[src/rtl/pit_pkg.sv]
package pit_pkg;
  localparam logic [1:0] REG_LOAD = 2'd0;
  localparam logic [1:0] REG_CNT  = 2'd1;
  localparam logic [1:0] REG_CTRL = 2'd2;
  localparam logic [1:0] REG_FLAG = 2'd3;

  localparam int RUN_BIT = 0;
  localparam int IE_BIT  = 1;
  localparam int CLR_BIT = 0;
  localparam int OFF_BIT = 0;

  typedef struct packed {
    logic ie;
    logic run;
  } pit_ctrl_t;
endpackage

[src/rtl/pit_chan.sv]
module pit_chan
  import pit_pkg::*;
#(
  parameter int CW = 32
) (
  input  logic          clk,
  input  logic          rst_n,
  input  logic          cnt_en,
  input  logic          wr_load,
  input  logic          wr_ctrl,
  input  logic          wr_flag,
  input  logic [CW-1:0] wdata,
  output logic [CW-1:0] load_o,
  output logic [CW-1:0] cnt_o,
  output logic          run_o,
  output logic          ie_o,
  output logic          flag_o,
  output logic          irq_o,
  output logic          trig_o
);
  logic [CW-1:0] load_q;
  logic [CW-1:0] cnt_q;
  pit_ctrl_t     ctrl_q;
  logic          flag_q;
  logic          trig_q;
  logic          arm;
  logic          step;
  logic          expire;

  // start edge: run goes 0 -> 1 through a control write
  assign arm    = wr_ctrl && wdata[RUN_BIT] && !ctrl_q.run;
  assign step   = cnt_en && ctrl_q.run;
  assign expire = step && (cnt_q == '0);

  always_ff @(posedge clk) begin
    if (!rst_n) begin
      load_q <= '0;
      cnt_q  <= '0;
      ctrl_q <= '0;
      flag_q <= 1'b0;
      trig_q <= 1'b0;
    end else begin
      if (wr_load) load_q <= wdata;
      if (wr_ctrl) begin
        ctrl_q.run <= wdata[RUN_BIT];
        ctrl_q.ie  <= wdata[IE_BIT];
      end
      if (arm) begin
        cnt_q <= load_q;
      end else if (step) begin
        cnt_q <= expire ? load_q : cnt_q - 1'b1;
      end
      trig_q <= expire;
      if (expire) begin
        flag_q <= 1'b1;
      end else if (wr_flag && wdata[CLR_BIT]) begin
        flag_q <= 1'b0;
      end
    end
  end

  assign load_o = load_q;
  assign cnt_o  = cnt_q;
  assign run_o  = ctrl_q.run;
  assign ie_o   = ctrl_q.ie;
  assign flag_o = flag_q;
  assign irq_o  = flag_q & ctrl_q.ie;
  assign trig_o = trig_q;
endmodule

[src/rtl/pit_regif.sv]
module pit_regif
  import pit_pkg::*;
#(
  parameter int NCH = 4,
  parameter int CW  = 32,
  parameter int AW  = 8
) (
  input  logic                    wr_en,
  input  logic [AW-1:0]           addr,
  input  logic                    off_q,
  input  logic [NCH-1:0][CW-1:0]  load_v,
  input  logic [NCH-1:0][CW-1:0]  cnt_v,
  input  logic [NCH-1:0]          run_v,
  input  logic [NCH-1:0]          ie_v,
  input  logic [NCH-1:0]          flag_v,
  output logic [NCH-1:0]          wr_load_v,
  output logic [NCH-1:0]          wr_ctrl_v,
  output logic [NCH-1:0]          wr_flag_v,
  output logic                    wr_glob,
  output logic [CW-1:0]           rdata
);
  localparam int IDXW = AW - 2;

  logic [IDXW-1:0] idx;
  logic [1:0]      sub;
  logic            glob_sel;
  logic [NCH-1:0]  ch_sel;

  assign idx      = addr[AW-1:2];
  assign sub      = addr[1:0];
  assign glob_sel = (idx == '0) && (sub == REG_LOAD);
  assign wr_glob  = wr_en && glob_sel;

  for (genvar c = 0; c < NCH; c++) begin : g_dec
    assign ch_sel[c]    = (idx == IDXW'(c + 1));
    assign wr_load_v[c] = wr_en && ch_sel[c] && (sub == REG_LOAD);
    assign wr_ctrl_v[c] = wr_en && ch_sel[c] && (sub == REG_CTRL);
    assign wr_flag_v[c] = wr_en && ch_sel[c] && (sub == REG_FLAG);
  end

  always_comb begin
    rdata = '0;
    if (glob_sel) rdata[OFF_BIT] = off_q;
    for (int c = 0; c < NCH; c++) begin
      if (ch_sel[c]) begin
        case (sub)
          REG_LOAD: rdata = load_v[c];
          REG_CNT:  rdata = cnt_v[c];
          REG_CTRL: begin
            rdata[RUN_BIT] = run_v[c];
            rdata[IE_BIT]  = ie_v[c];
          end
          default:  rdata[CLR_BIT] = flag_v[c];
        endcase
      end
    end
  end
endmodule

[src/rtl/pit_bank.sv]
module pit_bank
  import pit_pkg::*;
#(
  parameter int NCH = 4,
  parameter int CW  = 32,
  parameter int AW  = 8
) (
  input  logic           clk,
  input  logic           rst_n,
  input  logic           dbg_freeze,
  input  logic           wr_en,
  input  logic [AW-1:0]  addr,
  input  logic [CW-1:0]  wdata,
  output logic [CW-1:0]  rdata,
  output logic [NCH-1:0] irq,
  output logic [NCH-1:0] trig
);
  logic                   off_q;
  logic                   cnt_en;
  logic                   wr_glob;
  logic [NCH-1:0]         wr_load_v;
  logic [NCH-1:0]         wr_ctrl_v;
  logic [NCH-1:0]         wr_flag_v;
  logic [NCH-1:0][CW-1:0] load_v;
  logic [NCH-1:0][CW-1:0] cnt_v;
  logic [NCH-1:0]         run_v;
  logic [NCH-1:0]         ie_v;
  logic [NCH-1:0]         flag_v;

  always_ff @(posedge clk) begin
    if (!rst_n)       off_q <= 1'b1;
    else if (wr_glob) off_q <= wdata[OFF_BIT];
  end

  assign cnt_en = !off_q && !dbg_freeze;

  pit_regif #(.NCH(NCH), .CW(CW), .AW(AW)) u_regif (
    .wr_en     (wr_en),
    .addr      (addr),
    .off_q     (off_q),
    .load_v    (load_v),
    .cnt_v     (cnt_v),
    .run_v     (run_v),
    .ie_v      (ie_v),
    .flag_v    (flag_v),
    .wr_load_v (wr_load_v),
    .wr_ctrl_v (wr_ctrl_v),
    .wr_flag_v (wr_flag_v),
    .wr_glob   (wr_glob),
    .rdata     (rdata)
  );

  for (genvar c = 0; c < NCH; c++) begin : g_ch
    pit_chan #(.CW(CW)) u_chan (
      .clk     (clk),
      .rst_n   (rst_n),
      .cnt_en  (cnt_en),
      .wr_load (wr_load_v[c]),
      .wr_ctrl (wr_ctrl_v[c]),
      .wr_flag (wr_flag_v[c]),
      .wdata   (wdata),
      .load_o  (load_v[c]),
      .cnt_o   (cnt_v[c]),
      .run_o   (run_v[c]),
      .ie_o    (ie_v[c]),
      .flag_o  (flag_v[c]),
      .irq_o   (irq[c]),
      .trig_o  (trig[c])
    );
  end
endmodule

[config.mk]
export PLATFORM = sky130hd
export DESIGN_NAME = pit_bank
export DESIGN_NICKNAME = d
export VERILOG_FILES = /design/src/rtl/pit_pkg.sv /design/src/rtl/pit_chan.sv /design/src/rtl/pit_regif.sv /design/src/rtl/pit_bank.sv
export SDC_FILE = /design/constraint.sdc
export NUM_CORES = 1
export LEC_CHECK = 0
export BUFFER_PORTS_ARGS = -buffer_cell sky130_fd_sc_hd__buf_4
export CAP_MARGIN = 30
export CORE_AREA = 4 4 233 235
export DETAILED_ROUTE_END_ITERATION = 6
export DIE_AREA = 0 0 237 239
export HOLD_SLACK_MARGIN = 0.06
export MAX_ROUTING_LAYER = met4
export PLACE_DENSITY_LB_ADDON = 0.12
export SLEW_MARGIN = 20
export SYNTH_ARGS = -nofsm -noshare
export SYNTH_HDL_FRONTEND = slang
export SYNTH_SLANG_ARGS = --single-unit
[constraint.sdc]
create_clock -name clk -period 2.6 [get_ports clk]
set_input_delay 0.39 -clock clk [delete_from_list [all_inputs] [get_ports clk]]
set_output_delay 0.39 -clock clk [all_outputs]
set_load 0.02 [all_outputs]
==> results.cfg, run 1 <==
[outcome]
status = finished, violations left
violations = negative setup slack

[floorplan]
coreArea_mm2 = 0.05224
die_w_um = 237
boundaryPins = 84
start_util_pct = 29.75
die-area_mm2 = 0.05664
rows = 84
floorplan.die.height_um = 239

[worst_setup_path]
setup.worst_path.class = reg -> out
startpoint_type = register
arrival_ns = 2.33
end_kind = output pin
crit_required_ns = 2.21
crit_fanout = 2

[drt]
route.met2.wl_mm = 34.03
drc = 0
wl_per_cell_um = 26.77
drtIter0Drc = 1640
firstDrtPassIters = 5
wl_met1_mm = 35.65
vias = 16610
avgViaCountPerCell = 5.737
wl_met3_mm = 4.756
finalWirelength_mm = 77.50
highest_layer = met4
ant_nets = 0

[synthesis]
syn_inst = 1998
netlist_area_mm2 = 0.01554
synthArstFlopShare_pct = 0
synth-seq-cells = 273
yosys.area.top_type = dfxtp_1
synth.area.top_cells = dfxtp_1 (35%), nand2_1 (9.3%), mux2i_1 (9.1%)
syn-num-nets = 2046
syn_avg_cell_area_um2 = 7.779
synth_top_area_share_pct = 35.16
synth_common_cells = nand2_1 (385), dfxtp_1 (273), a21oi_1 (234), mux2i_1 (142), clkbuf_1 (123)
yosysWarnings = 0
synth_most_common_cell = nand2_1
synth_cell_types = 80
synth_edf_count = 0
yosys_most_used_dff = dfxtp_1
ys_seq_area_share_pct = 35.16

[clocking]
cts_sinks = 273
cts_buffers = 35
clock_latency_ns = 0.56
clk_pin_slew_ns = 0.06
cts_tree = yes
clock-root-buffer = clkbuf_16
htree_levels = 2
clock_path_buffers = 3

[final_layout]
seqCellArea_mm2 = 0.005488
finish.net_count = 2231
diodes = 0
synthToLayoutAreaGrowth_pct = 28.91
final_core_util_pct = 38.36
multi_input_area_mm2 = 0.009849
stdcell_area_mm2 = 0.02004
drive_gt1_share_pct = 21.98
fillerInstances = 5398

[timing]
finalHoldViolCount = 0
maxSlewHeadroom_pct = 40.70
slew_viol_final = 0
tns_ns = -0.1193
setup_ws_ns = -0.1192
clock.fmax_ghz = 0.3678
setup_viol = 2
fin_crit_ns = 2.719
finalCritPeriodShare_pct = 104.6
worstMarginPinSlew_ns = 0.8647
rsz0062_at_grt = true
fin_skew_ns = 0.01383

[place]
dp_hpwl_mm = 57.59
dpl_cell_area_mm2 = 0.01819
post-place-ws_ns = -0.1513
gp_congestion = 1.031
numPortBuffers = 83

[global_routing]
grt_overflow_total = 0
antenna_found_initial = 1
grt_pass1_vias = 15490
grt_max_degree = 102
grt_pass1_wl_mm = 110.9
track_usage_pct = 27.05

[power_and_ir_drop]
vdd_drop_max_v = 0.0003249
powerDensity_mw_per_mm2 = 478.9
p_leak_uw = 0.007535

[worst_hold_path]
hp-class = in -> reg

[job]
drv_cap = 0
[cells by family after synthesis]
logic type	synth area share, %
flops	35.16
compound gates	21.20
buf+inv	4.766
simple gates	27.02
mux	10.74
xor+xnor	0.7889
fa+ha+maj	0.3220
[through the flow]
step                      total power [µW]  cells  hold slack, ns
after floorplan                       4495   1998          0.4442
after global placement                4819   2820          0.4614
after detailed placement              4816   2821          0.4625
after CTS                             9674   2886          0.1159
after global routing                  9873   2895          0.1325
final                                 9594   2895          0.1334
[worst max-delay path: stages (launching register included)]
cell	delay, ns
dfxtp_4	0.36
mux4_2	0.47
mux2_4	0.28
a32oi_1	0.15
nor2_1	0.07
a21oi_2	0.16
a21oi_2	0.13
buf_6	0.15
[final timing paths]
path	start	to	slack (ns)	cells after the start
worst max-delay path	g_ch[1].u_chan.cnt_o[0]	rdata[0]	-0.12	7
worst min-delay path	wdata[0]	g_ch[1].u_chan.load_o[0]	0.13	3
worst max register to register	g_ch[1].u_chan.cnt_o[0]	g_ch[1].u_chan.cnt_o[4]	0.04	11
worst min register to register	g_ch[3].u_chan.load_o[11]	g_ch[3].u_chan.load_o[11]	0.47	2
[cell type report]
class | count | share of cell area [%]
clock inverter | 9 | 0.3497
tap | 688 | 4.297
timing repair buffer | 306 | 13.15
sequential | 273 | 27.39
clock buffer | 52 | 5.252
multi-input combinational | 1547 | 49.16
inverter | 20 | 0.3997
[per-layer routing]
| metal | up-vias | track usage [%] |
|---|---|---|
| met2 | 592 | 40.60 |
| li1 | 7720 | - |
| met4 | 0 | 9.377 |
| met1 | 8191 | 37.47 |
| met5 | - | - |
| met3 | 107 | 3.726 |
[report_power, final]
part | switching, µW | total (µW) | internal [µW]
clock | 1960 | 4850 | 2890
sequential | 4.03 | 4190 | 4180
combinational | 384 | 555 | 171
[registers in the layout (all words and copies together), names as in the netlist]
| signal | count |
|---|---|
| g_ch.u_chan.flag_o | 4 |
| g_ch.u_chan.run_o | 4 |
| g_ch.u_chan.cnt_o | 128 |
| g_ch.u_chan.ie_o | 4 |
| g_ch.u_chan.trig_o | 4 |
| g_ch.u_chan.load_o | 128 |
| off_q | 1 |
[cell usage in the layout, fill, tap and decap left out, drive strengths merged, types with 60 or more instances in the layout]
cell   netlist  layout
dfxtp      273     273
nor3        75      75
nand2      385     385
nand3       61      61
buf         35     305
a21oi      234     234
mux2i      142     142
o21ai       60      60
nor2       122     122
[repair_timing]
item	in CTS	in global routing
pin swaps	8	18
buffers inserted	3	9
resized for setup	73	36
cloned	2	1
hold buffers	0	0
endpoints found under the setup margin	38	55
(Power assumes the default switching activity.)
==> run 2: changes to the inputs <==
Settings changed: GPL_TIMING_DRIVEN set to 0, SKIP_LAST_GASP set to 1, SLEW_MARGIN 20 to 30.
==> run 2 against run 1 <==
The flow still finishes with violations (negative setup slack); first-iteration DRC count rose by 9.8%; core utilization fell by 0.51 points; routed wire length rose by 3.8%; register-to-register slack barely moved; critical endpoint unchanged; highest routed layer unchanged.
==> results.cfg, run 2 (synthesis results as in run 1) <==
[outcome]
status = finished, violations left
violations = negative setup slack

[floorplan]
die-area_mm2 = 0.05664
rows = 84
die_w_um = 237
floorplan.die.height_um = 239
start_util_pct = 29.75
coreArea_mm2 = 0.05224
boundaryPins = 84

[timing]
setup_ws_ns = -0.1530
worstMarginPinSlew_ns = 1.035
fin_skew_ns = 0.01428
finalHoldViolCount = 0
fin_crit_ns = 2.753
maxSlewHeadroom_pct = 31.03
setup_viol = 32
finalCritPeriodShare_pct = 105.9
holdWs_ns = 0.1529
rsz0062_at_grt = true
slew_viol_final = 0
clock.fmax_ghz = 0.3632

[worst_setup_path]
crit_cells = 7
reg2reg_from = off_q
end_kind = output pin
crit_start = g_ch[2].u_chan.cnt_o[0]
r2r_slack_ns = 0.04
startpoint_type = register
arrival_ns = 2.36
r2r_cells = 8
path_common_cell = a21oi_2
crit_required_ns = 2.21
crit_fanout = 4
cpMaxStageDelayCell = mux4_2
path_buf_inv = 1
worstPathCellList = mux4_2, mux2_4, a32oi_2, nor2_2, a21oi_2, a21oi_2, buf_6
critical-path-top-delay-family = multiplexers
r2r_end = g_ch[0].u_chan.cnt_o[7]
cpPeakStageDelay_ns = 0.52
setup.worst_path.class = reg -> out
endpoint = rdata[0]

[clocking]
clk_pin_slew_ns = 0.06
clock_path_buffers = 3
cts_tree = yes
clock-root-buffer = clkbuf_16
cts_buffers = 35
htree_levels = 2
cts_sinks = 273
clock_latency_ns = 0.56

[global_routing]
track_usage_pct = 28.09
antenna_found_initial = 1
grt_overflow_total = 0
grt_max_degree = 12
grt_pass1_vias = 15380
grt_pass1_wl_mm = 113.2

[power_and_ir_drop]
powerDensity_mw_per_mm2 = 493.6
vdd_drop_max_v = 0.0003773
internal_power_uw = 7304
p_comb_share_pct = 6.2
switchingPower_uw = 2455
clockPowerShare_pct = 50.9
power_frac_seq_pct = 42.9
power_uw = 9758
sw_frac_of_total_pct = 25.15
p_leak_uw = 0.007194

[final_layout]
final_core_util_pct = 37.85
finish.net_count = 2202
stdcell_area_mm2 = 0.01977
synthToLayoutAreaGrowth_pct = 27.19
diodes = 0
drive_gt1_share_pct = 20.11
final_cell_mix = nand2_1 (380), dfxtp_1 (266), a21oi_1 (232), mux2i_1 (119), nor2_1 (119)
final_common_cell = nand2_1
instances_no_fill = 2866

[drt]
avgViaCountPerCell = 5.857
vias = 16790
finalWirelength_mm = 80.46
ant_nets = 0
drtIter0Drc = 1800
wl_per_cell_um = 28.07
drc = 0
firstDrtPassIters = 5

[place]
dp.cells = 2763
gp_congestion = 1.076
dp_hpwl_mm = 58.84
dpl_cell_area_mm2 = 0.01702
numPortBuffers = 77

[job]
drv_cap = 0

[worst_hold_path]
hp-class = in -> reg
[run 2: cell count changes in the layout (fill, tap and decap cells not counted), moves of 8 or more]
cell | before | now
buf_12 | 17 | 2
buf_2 | 0 | 9
buf_4 | 269 | 118
clkbuf_1 | 8 | 87
clkbuf_2 | 0 | 23
clkbuf_4 | 0 | 11
clkbuf_8 | 7 | 20
mux2i_1 | 134 | 119
mux2i_2 | 8 | 19
nor3_1 | 74 | 65
nor3_2 | 1 | 9
o22a_1 | 30 | 0
o22a_2 | 0 | 21
o22a_4 | 0 | 9
[run 2: cell type report]
type / count / area [µm²]
Clock inverter: 2 / 10.01
Tap cell: 688 / 860.8
Inverter: 20 / 75.07
Sequential cell: 273 / 5479
Multi-Input combinational cell: 1547 / 10270
Timing Repair Buffer: 123 / 1039
Fill cell: 5442 / 32470
Buffer: 154 / 892.1
Clock buffer: 59 / 1139
[run 2: worst min-delay path by stage]
stage / from / endpoint / cells past startpoint
floorplan: g_ch[3].u_chan.load_o[5] / g_ch[3].u_chan.load_o[5] / 2
global placement: g_ch[1].u_chan.load_o[10] / g_ch[1].u_chan.load_o[10] / 2
detailed placement: g_ch[3].u_chan.load_o[1] / g_ch[3].u_chan.load_o[1] / 2
CTS: wdata[31] / g_ch[2].u_chan.load_o[31] / 3
global route: wdata[31] / g_ch[2].u_chan.load_o[31] / 3
finish: wdata[31] / g_ch[0].u_chan.load_o[31] / 3
[run 2: what timing repair did]
item                                    CTS  global route
gates resized for setup                 236            65
setup buffers                            20            21
endpoints found under the setup margin  167           137
gates cloned                              4             1
pin swaps                                20            18
hold buffers                              0             0
[run 2: per-layer routing]
metal | vias to the layer above | routed length [µm] | GRT usage (%)
li1 | 7685 | - | -
met1 | 8249 | 36260 | 39.21
met2 | 723 | 34470 | 40.51
met3 | 130 | 5963 | 4.084
met4 | 0 | 3767 | 11.96
met5 | - | 0 | -
[run 2: worst register-to-register path, stage by stage, from the launching register on]
cell     delay [ns]
dfxtp_1        0.29
buf_4          0.20
or3b_4         0.46
or4_4          0.58
nor4_4         0.33
buf_2          0.26
o21ai_0        0.10
o41a_1         0.14
o21ai_0        0.12
[run 2: power by group through the flow]
stage	sequential (µW)	clock [µW]	combinational [µW]
after floorplan	4280	0	214
after global placement	4280	0	543
after detailed placement	4280	0	543
after CTS	4190	5060	584
after global routing	4190	5190	610
final	4190	4970	602
[run 2: metrics by stage]
step | setup TNS (ns) | worst slack (ns)
detailed placement | -165.68 | -1.418
CTS | -2.344 | -0.1873
finish | -3.244 | -0.1530
floorplan | 0 | 0.01882
global route | -4.847 | -0.2146
global placement | -165.29 | -1.430
